## config.mk

```make
export PLATFORM = sky130hd
export DESIGN_NAME = ecc_write_injector
export DESIGN_NICKNAME = d
export VERILOG_FILES = /design/src/rtl/eccinj_pkg.sv /design/src/rtl/eccinj_ctrl.sv /design/src/rtl/eccinj_datapath.sv /design/src/rtl/ecc_write_injector.sv
export SDC_FILE = /design/constraint.sdc
export NUM_CORES = 1
export LEC_CHECK = 0
export BUFFER_PORTS_ARGS = -buffer_cell sky130_fd_sc_hd__buf_2
export CAP_MARGIN = 20
export CORE_UTILIZATION = 29
export CTS_BUF_LIST = sky130_fd_sc_hd__clkbuf_8
export DETAILED_ROUTE_END_ITERATION = 10
export PLACE_DENSITY = 0.68
export SETUP_SLACK_MARGIN = 0.5
export SYNTH_ARGS = -nofsm -noshare
export SYNTH_HDL_FRONTEND = slang
export SYNTH_SLANG_ARGS = --single-unit
```

## constraint.sdc

```tcl
create_clock -name clk -period 2.9 [get_ports clk]
set_input_delay 0.725 -clock clk [delete_from_list [all_inputs] [get_ports clk]]
set_output_delay 0.725 -clock clk [all_outputs]
set_load 0.02 [all_outputs]
```

## src/rtl/eccinj_pkg.sv

```systemverilog
package eccinj_pkg;

  localparam int REG_W = 16;
  localparam int SEL_W = 6;

  // control register field positions
  localparam int F_CONT_SGL = 13;
  localparam int F_SHOT_SGL = 12;
  localparam int F_CONT_DBL = 9;
  localparam int F_SHOT_DBL = 8;
  localparam int F_ARR_SEL  = 7;

  localparam logic [REG_W-1:0] WRITABLE = 16'h33BF;

  // strobes from control to datapath
  typedef struct packed {
    logic injEn;
    logic injDouble;
  } injStrobe_t;

endpackage

```

## src/rtl/eccinj_ctrl.sv

```systemverilog
module eccinj_ctrl
  import eccinj_pkg::*;
#(
  parameter int CW_WIDTH = 39
) (
  input  logic             clk,
  input  logic             rstN,
  input  logic             regWrEn,
  input  logic [REG_W-1:0] regWrData,
  output logic [REG_W-1:0] regRdData,
  input  logic             wrStrobe,
  input  logic             arrayId,
  output injStrobe_t       strobe,
  output logic [SEL_W-1:0] bitSel
);

  localparam logic [SEL_W:0] CW_LIMIT = (SEL_W+1)'(CW_WIDTH);

  logic [REG_W-1:0] ctlReg;
  logic anyDouble, anySingle, selValid, armed;
  logic clrSingleShot, clrDoubleShot;

  always_comb begin
    bitSel        = ctlReg[SEL_W-1:0];
    anyDouble     = ctlReg[F_CONT_DBL] | ctlReg[F_SHOT_DBL];
    anySingle     = ctlReg[F_CONT_SGL] | ctlReg[F_SHOT_SGL];
    selValid      = {1'b0, bitSel} < CW_LIMIT;
    armed         = wrStrobe && (arrayId == ctlReg[F_ARR_SEL]) && selValid;
    strobe.injEn     = armed && (anyDouble || anySingle);
    strobe.injDouble = anyDouble;
    clrDoubleShot = armed && ctlReg[F_SHOT_DBL];
    clrSingleShot = armed && ctlReg[F_SHOT_SGL] && !anyDouble;
  end

  always_ff @(posedge clk or negedge rstN) begin
    if (!rstN) begin
      ctlReg <= '0;
    end else if (regWrEn) begin
      ctlReg <= regWrData & WRITABLE;
    end else begin
      if (clrSingleShot) ctlReg[F_SHOT_SGL] <= 1'b0;
      if (clrDoubleShot) ctlReg[F_SHOT_DBL] <= 1'b0;
    end
  end

  assign regRdData = ctlReg;

endmodule

```

## src/rtl/eccinj_datapath.sv

```systemverilog
module eccinj_datapath
  import eccinj_pkg::*;
#(
  parameter int CW_WIDTH = 39
) (
  input  injStrobe_t          strobe,
  input  logic [SEL_W-1:0]    bitSel,
  input  logic [CW_WIDTH-1:0] cwIn,
  output logic [CW_WIDTH-1:0] cwOut
);

  logic [CW_WIDTH-1:0] flipMask;

  for (genvar i = 0; i < CW_WIDTH; i++) begin : g_mask
    localparam logic [SEL_W-1:0] HERE  = SEL_W'(i);
    localparam logic [SEL_W-1:0] BELOW = SEL_W'((i == 0) ? CW_WIDTH - 1 : i - 1);
    assign flipMask[i] = strobe.injEn &&
                         ((bitSel == HERE) || (strobe.injDouble && (bitSel == BELOW)));
  end

  assign cwOut = cwIn ^ flipMask;

endmodule

```

## src/rtl/ecc_write_injector.sv

```systemverilog
module ecc_write_injector
  import eccinj_pkg::*;
#(
  parameter int CW_WIDTH = 39
) (
  input  logic                clk,
  input  logic                rstN,
  input  logic                regWrEn,
  input  logic [15:0]         regWrData,
  output logic [15:0]         regRdData,
  input  logic                wrStrobe,
  input  logic                arrayId,
  input  logic [CW_WIDTH-1:0] cwIn,
  output logic [CW_WIDTH-1:0] cwOut
);

  injStrobe_t       strobe;
  logic [SEL_W-1:0] bitSel;

  eccinj_ctrl #(.CW_WIDTH(CW_WIDTH)) ctrl_i (
    .clk       (clk),
    .rstN      (rstN),
    .regWrEn   (regWrEn),
    .regWrData (regWrData),
    .regRdData (regRdData),
    .wrStrobe  (wrStrobe),
    .arrayId   (arrayId),
    .strobe    (strobe),
    .bitSel    (bitSel)
  );

  eccinj_datapath #(.CW_WIDTH(CW_WIDTH)) dp_i (
    .strobe (strobe),
    .bitSel (bitSel),
    .cwIn   (cwIn),
    .cwOut  (cwOut)
  );

endmodule

```

# Word-level counts from Yosys, hierarchy flattened
# Index checks and enable logic that the tools add are counted.
op_classes:
  n_eq_ne: 39
  reduce_logical: 128
  order_cmp: 1
  bitwise_logic: 3
  muxes: 4
ops:
  columns: ["operator", "count"]
  rows:
  - ["$eq 6x5->1 const B", 16]
  - ["$logic_and 1x1->1", 84]
  - ["$eq 6x4->1 const B", 8]
  - ["$eq 6x6->1 const B", 7]
  - ["$logic_or 1x1->1", 40]
  - ["$xor 39x39->39", 1]
  - ["$eq 6x3->1 const B", 4]
  - ["$eq 6x2->1 const B", 2]
  - ["$eq 6x1->1 const B", 1]
  - ["$logic_not 6->1", 1]
  - ["$lt 6x6->1 const B", 1]
  - ["$mux 1", 4]
  - ["$reduce_bool 2->1", 2]
  - ["$or 1x1->1", 2]
  - ["$eq 1x1->1", 1]
  - ["$logic_not 1->1", 1]
word_totals:
  elab_cells: 178
  regBits: 11

# Depth between registers and ports, before layout
# Gate-level depths: netlist (run 1).
logic_depth:
  depth_word: 7
  mapped_depth: 6
  ltp_nobuf: 4

# Modules after synthesis
# Synthesis (run 1) repeated with hierarchy kept, for this count alone.
hier_totals:
  cells_unflattened: 188
  hier_area_um2: 1622.8
by_module_without_submodules:
  columns: ["module", "cells_per_inst", "seq_area_each_um2", "instances", "area_each_um2"]
  rows:
  - ["eccinj_datapath", 143, 0.0, 1, 1063.5]
  - ["eccinj_ctrl", 45, 275.3, 1, 559.3]

# Worst setup path before layout (run 1)
# OpenSTA, ideal clock, no wires.
synth_timing:
  kind: "input port to output port"
  startpoint: "input port arrayId"
  endpoint: "output port cwOut[18]"
  n_path_buf: 1
  t_required_ns: 2.175
  arrival_ns: 1.976
  path_slack_ns: 0.199
  cell_stages: 5
  path_cell_list: "xnor2_2 > nand4_4 > buf_8 > nor4_1 > xor2_1"
synth_between:
  elab_chain_cells: 6
synth_rtl:
  columns: ["item", "line", "source"]
  rows:
  - ["from (decl)", "ecc_write_injector.sv:12", "input logic arrayId,"]
  - ["$eq 1x1->1", "eccinj_ctrl.sv:28", "armed = wrStrobe && (arrayId == ctlReg[F_ARR_SEL]) && selValid;"]
  - ["$logic_and 1x1->1 (2 in a row)", "eccinj_ctrl.sv:28", null]
  - ["$logic_and 1x1->1", "eccinj_ctrl.sv:29", "strobe.injEn = armed && (anyDouble || anySingle);"]
  - ["$logic_and 1x1->1", "eccinj_datapath.sv:17", "assign flipMask[i] = strobe.injEn &&"]
  - ["$xor 39x39->39", "eccinj_datapath.sv:21", "assign cwOut = cwIn ^ flipMask;"]
  - ["to (decl)", "ecc_write_injector.sv:14", "output logic [CW_WIDTH-1:0] cwOut"]
# Every way passes these cells.

# Worst setup path after layout (run 1)
layout_timing:
  startpoint: "register ctrl_i.ctlReg[9], in the netlist ctrl_i.regRdData[9]"
  endpoint: "output port cwOut[21]"
layout_between:
  elab_chain_cells: 5
  elab_cells_between_ends: 7
  cone_classes: "bitwise (2); reduce/logical (5)"
layout_rtl:
  columns: ["item", "line", "source"]
  rows:
  - ["from (decl)", "eccinj_ctrl.sv:19", "logic [REG_W-1:0] ctlReg;"]
  - ["from (signal assigned)", "eccinj_ctrl.sv:39", "ctlReg <= regWrData & WRITABLE;"]
  - ["$or 1x1->1 (*)", "eccinj_ctrl.sv:25", "anyDouble = ctlReg[F_CONT_DBL] | ctlReg[F_SHOT_DBL];"]
  - ["$logic_or 1x1->1 or $logic_and 1x1->1 (tied branches)", "eccinj_ctrl.sv:29, eccinj_datapath.sv:18", null]
  - ["$logic_and 1x1->1 or $logic_or 1x1->1 (tied branches)", "eccinj_ctrl.sv:29, eccinj_datapath.sv:18", null]
  - ["$logic_and 1x1->1 (*)", "eccinj_datapath.sv:17", null]
  - ["$xor 39x39->39 (*)", "eccinj_datapath.sv:21", null]
# Mark *: on every way between the ends. The rest lies on a longest branch, timed or not.

==> results of run 1 <==
==> cell families after synthesis <==
family / Yosys count
and+or+nand+nor: 66
xor gates and xnor gates: 40
buffers and inverters: 23
AOI/OAI and AO/OA: 15
DFF: 11
muxes: 9
other: 1
==> per-layer routing <==
metal / part of all wire / track usage / wire length, um / vias up
met2: 0.53 / 0.303 / 2350 / 64
li1: - / - / - / 811
met1: 0.41 / 0.197 / 1810 / 765
met4: 0.0095 / 0.0398 / 42 / 0
met3: 0.045 / 0.00949 / 200 / 4
met5: 0 / 0 / 0 / -
==> worst max-delay path, delay by kind of cell (launching register included) <==
family / cells / cell delay (ns)
xor+xnor: 1 / 0.18
buf+inv: 3 / 0.49
flops: 1 / 0.40
simple gates: 3 / 0.74
==> repair_timing <==
| item | CTS | global route |
|---|---|---|
| pin swaps | 8 | 3 |
| hold buffers | 0 | 0 |
| buffers inserted | 18 | 1 |
| endpoints found under the hold margin | 0 | 0 |
| endpoints found under the setup margin | 39 | 39 |
| resized for setup | 26 | 3 |
| gates cloned | 0 | 0 |
==> cell type report <==
cell class / count / area [um^2]
Clock inverter: 1 / 5.00
Clock buffer: 3 / 41.3
Timing Repair Buffer: 137 / 908
Tap cell: 70 / 87.6
Multi-Input combinational cell: 135 / 1830
Sequential cell: 11 / 284
Inverter: 1 / 3.75
Fill cell: 401 / 1910
==> worst max path at each step <==
stage / end / slack [ns] / cells after the start
after detailed placement: cwOut[7] / 0.06 / 7
after global placement: cwOut[7] / 0.1 / 7
after global routing: cwOut[22] / 0.05 / 7
final: cwOut[21] / 0.12 / 7
after floorplan: cwOut[27] / 0.29 / 6
after CTS: cwOut[17] / 0.11 / 7
==> power by group <==
group          internal, W  switching, W  total, W  leakage (nW)
registers         0.000171     0.0000343  0.000205         0.123
clock network    0.0000942     0.0000564  0.000151        0.0255
logic             0.000247      0.000351  0.000598          1.21
==> layout by cell type, fill, tap and decap left out, drive strengths merged <==
master,n
o211ai,1
or2,4
nor2,1
conb,5
nand3b,2
or4,1
mux2,8
dfrtp,11
clkbuf,3
a211oi,1
nand4,3
clkinv,1
o21a,1
xor2,39
o32a,1
inv,1
or3,2
a2111oi,1
o31ai,2
nor4,33
o21ai,6
o21ba,1
or3b,1
buf,137
nand2b,2
xnor2,1
nor3,9
o2111a,1
nand2,8
mux2i,1
==> through the flow <==
step	util	std cells	worst slack, ns
after floorplan	-	169	0.294
after global routing	0.624	358	0.0460
final	0.624	358	0.123
after CTS	0.618	357	0.110
after global placement	0.547	335	0.0966
after detailed placement	0.547	335	0.0628
==> results.ini, run 1 <==
[placed_design]
gp_congestion=0.710
numPortBuffers=104
dpl_cell_area_um2=2780
dpl.hpwl_um=3520

[global_route]
grt_first_pass_wirelength_um=7040
grt_pass1_vias=1537
grt_use_total=0.160
grt_max_degree=16
overflow=0
antenna_found_initial=0

[cts]
clockRootBuffer=clkbuf_8
htreeDepth=1
clock-sinks=11
cts_tree=built
numCtsBuffers=3
clock_tree.buffer_depth=2
clk_pin_slew_ns=0.05
clkLatencyLatePin_ns=0.24

[synth]
synth_flop_cell=dfrtp_1
yosys.area_share.simple=0.323
ys_seq_area_frac=0.180
syn_area_per_cell_um2=9.25
synth_compound_area_frac=0.0779
synth-async-reset-ratio=1.00
synth_adder_area_share=0
ys_types=38
syn_area_um2=1530
synth_cells=165
synth_top_area_share=0.224
synth_top_cell_by_area=xor2_1
synth_commonest_cells=xor2_1, nor4_1, nor4_2
synth_area_leaders=xor2_1, dfrtp_1, nor4_2
synth.area.mux_share=0.0656
yosysMostFrequentCell=xor2_1
yosysWarnings=0
synthXorXnorAreaFrac=0.234
synth_edf_count=0
synth_top_family_by_area=simple AND/OR/NAND/NOR gates
ys_ff_latch=11

[floorplanning]
die_w_um=74.6
rows=26
start_util=0.301
die_h_um=74.6
io_pins=115
core_um2=5070
die-area_um2=5560

[timing]
whs_ns=0.341
finalHoldViolCount=0
max_slew_margin=0.527
finalCriticalPeriod_ns=2.78
setup_viol=0
fin_skew_ns=0.00456
finalSetupTns_ns=0
worst_slew_pin_slew_ns=0.703
fmax_mhz=360
rsz0062_at_grt=yes
final.period_utilization=0.958
drv_slew=0

[routing]
drcViolationCount=0
ant_nets=0
drtIter0Drc=52
routed_via_density=4.59
num_vias=1644
dr.pass1.iters=2
totalWireLength_um=4400
wire_per_inst_um=12.3

[finish]
largest_reg_flops=11
syn_to_final_growth_pct=107
design_area_um2=3160
diodes=0
drive_gt1_frac=0.844
nets=349

[setup_path]
critPathCaptureType=primary output
cp-start-kind=flip-flop
crit_type=flip-flop to primary output
crit_start=ctrl_i.regRdData[9]
worstPathCellList=or4_4, nand4_4, buf_12, buf_12, nor4_4, xor2_2, buf_2
crit_path_max_fanout=12
arrival_ns=2.05
cp_common_cell=buf_12
slowest_stage=or4_4
worst-r2r-setup-slack_ns=1.31
r2r-end=ctrl_i.regRdData[12]
worst_ep_required_time_ns=2.17
slowest_delay_ns=0.55
crit-reg2reg-launch=ctrl_i.regRdData[4]
r2r_cells=5

[pwr]
power_w=0.000954
peakVddDrop_mv=0.312
power_density_nw_per_um2=301
leakage_nw=1.36

[job]
drv_cap=0

[hold_path]
hp-class=input port to async pin

[run_status]
status=finished, final reports clean

Note: power is estimated with default switching activity, not from simulation.
==> run 2, diff against run 1 <==
--- a/config.mk
+++ b/config.mk
@@ -5,7 +5,7 @@
 export SDC_FILE = /design/constraint.sdc
 export NUM_CORES = 1
 export LEC_CHECK = 0
-export BUFFER_PORTS_ARGS = -buffer_cell sky130_fd_sc_hd__buf_2
+export BUFFER_PORTS_ARGS = -buffer_cell sky130_fd_sc_hd__buf_4
 export CAP_MARGIN = 20
 export CORE_UTILIZATION = 29
 export CTS_BUF_LIST = sky130_fd_sc_hd__clkbuf_8
==> run 2 against run 1 <==
Sequential share of layout area shrank 1.2 points. Setup slack gained 0.011 ns. Sequential power is essentially flat. Worst hold slack lost 0.034 ns. Global-route usage grew 3.8 points. Die area is the same. Clock-buffer cell count is the same. Critical endpoint is now cwOut[23].
==> results.ini, run 2 (same netlist as run 1, synthesis figures left out) <==
[timing]
fin_skew_ns=0.00418
drv_slew=0
finalSetupTns_ns=0
setup_viol=0
fin_ws_ns=0.134
worst_slew_pin_slew_ns=0.654
fmax_mhz=362
max_slew_margin=0.561
finalCriticalPeriod_ns=2.77
finalHoldViolCount=0
final.period_utilization=0.954
rsz0062_at_grt=yes

[floorplanning]
die_w_um=74.6
core_um2=5070
die_h_um=74.6
rows=26
die-area_um2=5560
start_util=0.301
io_pins=115

[routing]
totalWireLength_um=5500
num_vias=1774
drtIter0Drc=46
dr.pass1.iters=4
drcViolationCount=0
routed_via_density=4.78
wire_per_inst_um=14.8
ant_nets=0

[job]
drv_cap=0

[global_route]
grt_first_pass_wirelength_um=8510
busiest_layer=met2
grt.met1_usage=0.246
grt_use_total=0.198
met2_usage=0.382
gr-usage-met3=0.0108
overflow=0
grt_pass1_vias=1726
antenna_found_initial=0
grt_max_degree=16

[placed_design]
gp_congestion=0.694
numPortBuffers=104
place_ws_ns=0.0744
dpl_cell_area_um2=2980
dpl.hpwl_um=3880
placed_cells=333

[setup_path]
crit_type=flip-flop to primary output
arrival_ns=2.04
cp-start-kind=flip-flop
critPathCaptureType=primary output
crit-reg2reg-launch=ctrl_i.regRdData[3]
crit_path_max_fanout=5
crit_start=ctrl_i.regRdData[9]
worst_ep_required_time_ns=2.17

[cts]
cts_tree=built
clock-sinks=11
clk_pin_slew_ns=0.05
clkLatencyLatePin_ns=0.24
cts.hold.buffers_added=0
clock_tree.buffer_depth=2
clockRootBuffer=clkbuf_8
numCtsBuffers=3
htreeDepth=1

[run_status]
status=finished, final reports clean

[pwr]
pwr-share-seq=0.187
internal-power_w=0.000601
p_sw_frac=0.445
leakage_nw=1.55
peakVddDrop_mv=0.336
p_switching_w=0.000482
power.share.combinational=0.671
clkPwrFrac=0.142
power_density_nw_per_um2=294

[finish]
syn_to_final_growth_pct=141
largest_reg_flops=11
nets=362
drive_gt1_frac=0.874
final_common_cell=buf_4
mostFrequentLayoutCells=buf_4, xor2_2, nor4_4
fin_cells=371
diodes=0
design_area_um2=3680
nFillCells=375

[hold_path]
hp-class=input port to async pin

## run 2: changes by cell type in the layout (fill, tap and decap cells not counted), moves of 2 or more
| cell | previous run | this run |
|---|---|---|
| nor4_4 | 31 | 29 |
| nor3_4 | 1 | 5 |
| buf_4 | 27 | 112 |
| nor4_2 | 1 | 4 |
| buf_6 | 4 | 27 |
| or3_1 | 2 | 0 |
| buf_16 | 0 | 2 |
| buf_12 | 8 | 5 |
| or3_4 | 0 | 2 |
| nor3_2 | 5 | 1 |
| buf_2 | 97 | 1 |
## run 2: worst max-delay path, stage by stage, from the launching register on
cell and delay [ns]:
dfrtp_2 0.40, or4_4 0.58, nand4_4 0.16, buf_4 0.15
buf_16 0.13, nor4_4 0.04, xor2_2 0.18, buf_4 0.16
## run 2: per-stage QoR
step | power, W | hold WS [ns] | utilization
after global placement | 0.000728 | 0.565 | 0.588
after detailed placement | 0.000738 | 0.567 | 0.588
after global routing | 0.00113 | 0.316 | 0.725
final | 0.00108 | 0.307 | 0.725
after CTS | 0.00106 | 0.311 | 0.709
after floorplan | 0.000575 | 0.429 | -
## run 2: worst paths after layout
kind,to,slack [ns],cells past startpoint
worst max register to register,ctrl_i.regRdData[12],1.34,6
worst min register to register,ctrl_i.regRdData[12],0.60,2
worst min-delay path,ctrl_i.regRdData[1],0.31,1
worst max-delay path,cwOut[23],0.13,7
min in group clk,ctrl_i.regRdData[12],0.60,2
max in group asynchronous,ctrl_i.regRdData[8],2.43,1
## run 2: area by class of cell
type                    count  area, um^2  share of cell area
multi-input cells         136        1920               0.521
clock inverters             1        5.00             0.00136
clock buffers               3        41.3              0.0112
well taps                  70        87.6              0.0238
inverters                   1        7.51             0.00204
flip-flops and latches     11         288              0.0782
repair buffers            149        1340               0.363
## run 2: layer usage
| metal | vias up | share of wire |
|---|---|---|
| met2 | 61 | 0.56 |
| li1 | 839 | - |
| met5 | - | 0 |
| met3 | 2 | 0.045 |
| met1 | 872 | 0.39 |
| met4 | 0 | 0.0015 |
## run 2: timing repair
action	4_1_cts	5_1_grt
pin swaps	53	6
resized for setup	60	16
buffers inserted	27	4
cloned	3	0
setup endpoints to repair	39	39
## run 2: power by group through the flow
stage	combinational, W	clock, W	sequential [W]
final	0.000726	0.000154	0.000202
after global routing	0.000763	0.000164	0.000205
after floorplan	0.000364	0	0.000211
after CTS	0.000702	0.000156	0.000205
after detailed placement	0.000522	0	0.000216
after global placement	0.000513	0	0.000214
==> run 3, diff against run 2 <==
==> constraint.sdc (replaced) <==
create_clock -name clk -period 3.1 [get_ports clk]
set_input_delay 0.775 -clock clk [delete_from_list [all_inputs] [get_ports clk]]
set_output_delay 0.775 -clock clk [all_outputs]
set_load 0.02 [all_outputs]
==> run 3 against run 2 <==
Non-clock buffer count is 10 lower. Wire length is 2.1% lower. Die area stayed put. Total power is 11% lower. Via count is 0.90% lower. Worst hold slack better by 0.063 ns. Setup slack better by 0.12 ns. Largest cell class unchanged.
==> results.ini, run 3 (same netlist as run 1, synthesis figures left out) <==
[cts]
clk_pin_slew_ns=0.05
clock_tree.buffer_depth=2
cts_tree=built
clock-sinks=11
clockRootBuffer=clkbuf_8
numCtsBuffers=3
htreeDepth=1
cts.hold.buffers_added=0
clkLatencyLatePin_ns=0.23

[pwr]
power_w=0.000962
peakVddDrop_mv=0.303
power.share.combinational=0.664
power_density_nw_per_um2=276
internal-power_w=0.000534
clkPwrFrac=0.139
p_switching_w=0.000428
p_sw_frac=0.445
pwr-share-seq=0.196
leakage_nw=1.49

[global_route]
overflow=0
grt_use_total=0.181
grt_first_pass_wirelength_um=7790
antenna_found_initial=0
grt_max_degree=16
grt_pass1_vias=1578

[placed_design]
dpl_cell_area_um2=2960
dpl.hpwl_um=3660
numPortBuffers=104
gp_congestion=0.713

[setup_path]
cp-start-kind=input port
r2r_cells=6
crit_start=arrayId
crit_path_max_fanout=10
crit_type=input port to primary output
critPathCaptureType=primary output
arrival_ns=2.07
crit-reg2reg-launch=ctrl_i.regRdData[3]
worst_ep_required_time_ns=2.32

[finish]
diodes=0
final_common_cell=buf_4
drive_gt1_frac=0.841
largest_reg_flops=11
design_area_um2=3490
mostFrequentLayoutCells=buf_4, xor2_2, nor4_4
syn_to_final_growth_pct=128
nets=351

[floorplanning]
die_w_um=74.6
rows=26
core_um2=5070
die-area_um2=5560
start_util=0.301
die_h_um=74.6
io_pins=115

[routing]
drtIter0Drc=37
totalWireLength_um=5380
drcViolationCount=0
wire_per_inst_um=14.9
num_vias=1758
dr.pass1.iters=4
ant_nets=0
routed_via_density=4.88

[timing]
fin_skew_ns=0.00355
whs_ns=0.370
drv_slew=0
finalHoldViolCount=0
finalCriticalPeriod_ns=2.84
finalSetupTns_ns=0
final.period_utilization=0.917
setup_viol=0
rsz0062_at_grt=yes
fmax_mhz=352

[run_status]
status=finished, final reports clean

[job]
drv_cap=0

[hold_path]
hp-class=input port to async pin

run 3: changes by cell type in the layout (fill, tap and decap cells not counted), sizes merged:
| cell | delta |
|---|---|
| buf | -12 |
| clkbuf | +2 |
| clkinv | -1 |
| clkinvlp | -1 |
| inv | +2 |
| nand4 | -1 |
run 3: worst paths after layout:
path / slack [ns] / end
setup reg to reg: 1.41 / ctrl_i.regRdData[12]
max in group asynchronous: 2.57 / ctrl_i.regRdData[0]
hold / removal: 0.37 / ctrl_i.regRdData[13]
setup / recovery: 0.26 / cwOut[1]
hold reg to reg: 0.60 / ctrl_i.regRdData[13]
min in group clk: 0.60 / ctrl_i.regRdData[13]
run 3: power by group through the flow:
stage | Sequential (W) | Combinational (W) | Clock (W)
5_1_grt | 0.000190 | 0.000674 | 0.000145
3_3_place_gp | 0.000199 | 0.000481 | 0
4_1_cts | 0.000189 | 0.000606 | 0.000137
3_5_place_dp | 0.000200 | 0.000486 | 0
6_report | 0.000189 | 0.000639 | 0.000134
2_1_floorplan | 0.000196 | 0.000335 | 0
run 3: stage by stage:
step | cells | worst slack, ns | utilization
final | 360 | 0.257 | 0.687
after global routing | 360 | 0.212 | 0.687
after CTS | 355 | 0.246 | 0.664
after detailed placement | 331 | 0.0863 | 0.582
after global placement | 331 | 0.188 | 0.582
after floorplan | 169 | 0.424 | -
run 3: timing repair:
action,4_1_cts,5_1_grt
pin swaps,24,5
setup endpoints to repair,39,39
gates resized for setup,33,11
cloned,2,1
setup buffers,18,4
run 3: layout make-up:
class,count,area (um^2)
inverter,1,3.75
tap,70,87.6
clock buffer,3,41.3
sequential,11,284
clock inverter,1,3.75
multi-input combinational,135,1840
fill,415,1590
timing repair buffer,139,1230
run 3: per-layer routing:
metal  global-route usage  vias up  wire (um)
met5                    0        -          0
met4               0.0252        0         22
met3               0.0149        2        319
met2                0.336       71       2930
met1                0.234      869       2110
li1                     -      816          -
run 3: worst max-delay path, cell delays in order:
cell     delay (ns)
buf_8          0.10
xnor2_4        0.15
nand4_4        0.13
buf_12         0.19
nor4_1         0.34
xor2_1         0.19
buf_4          0.17
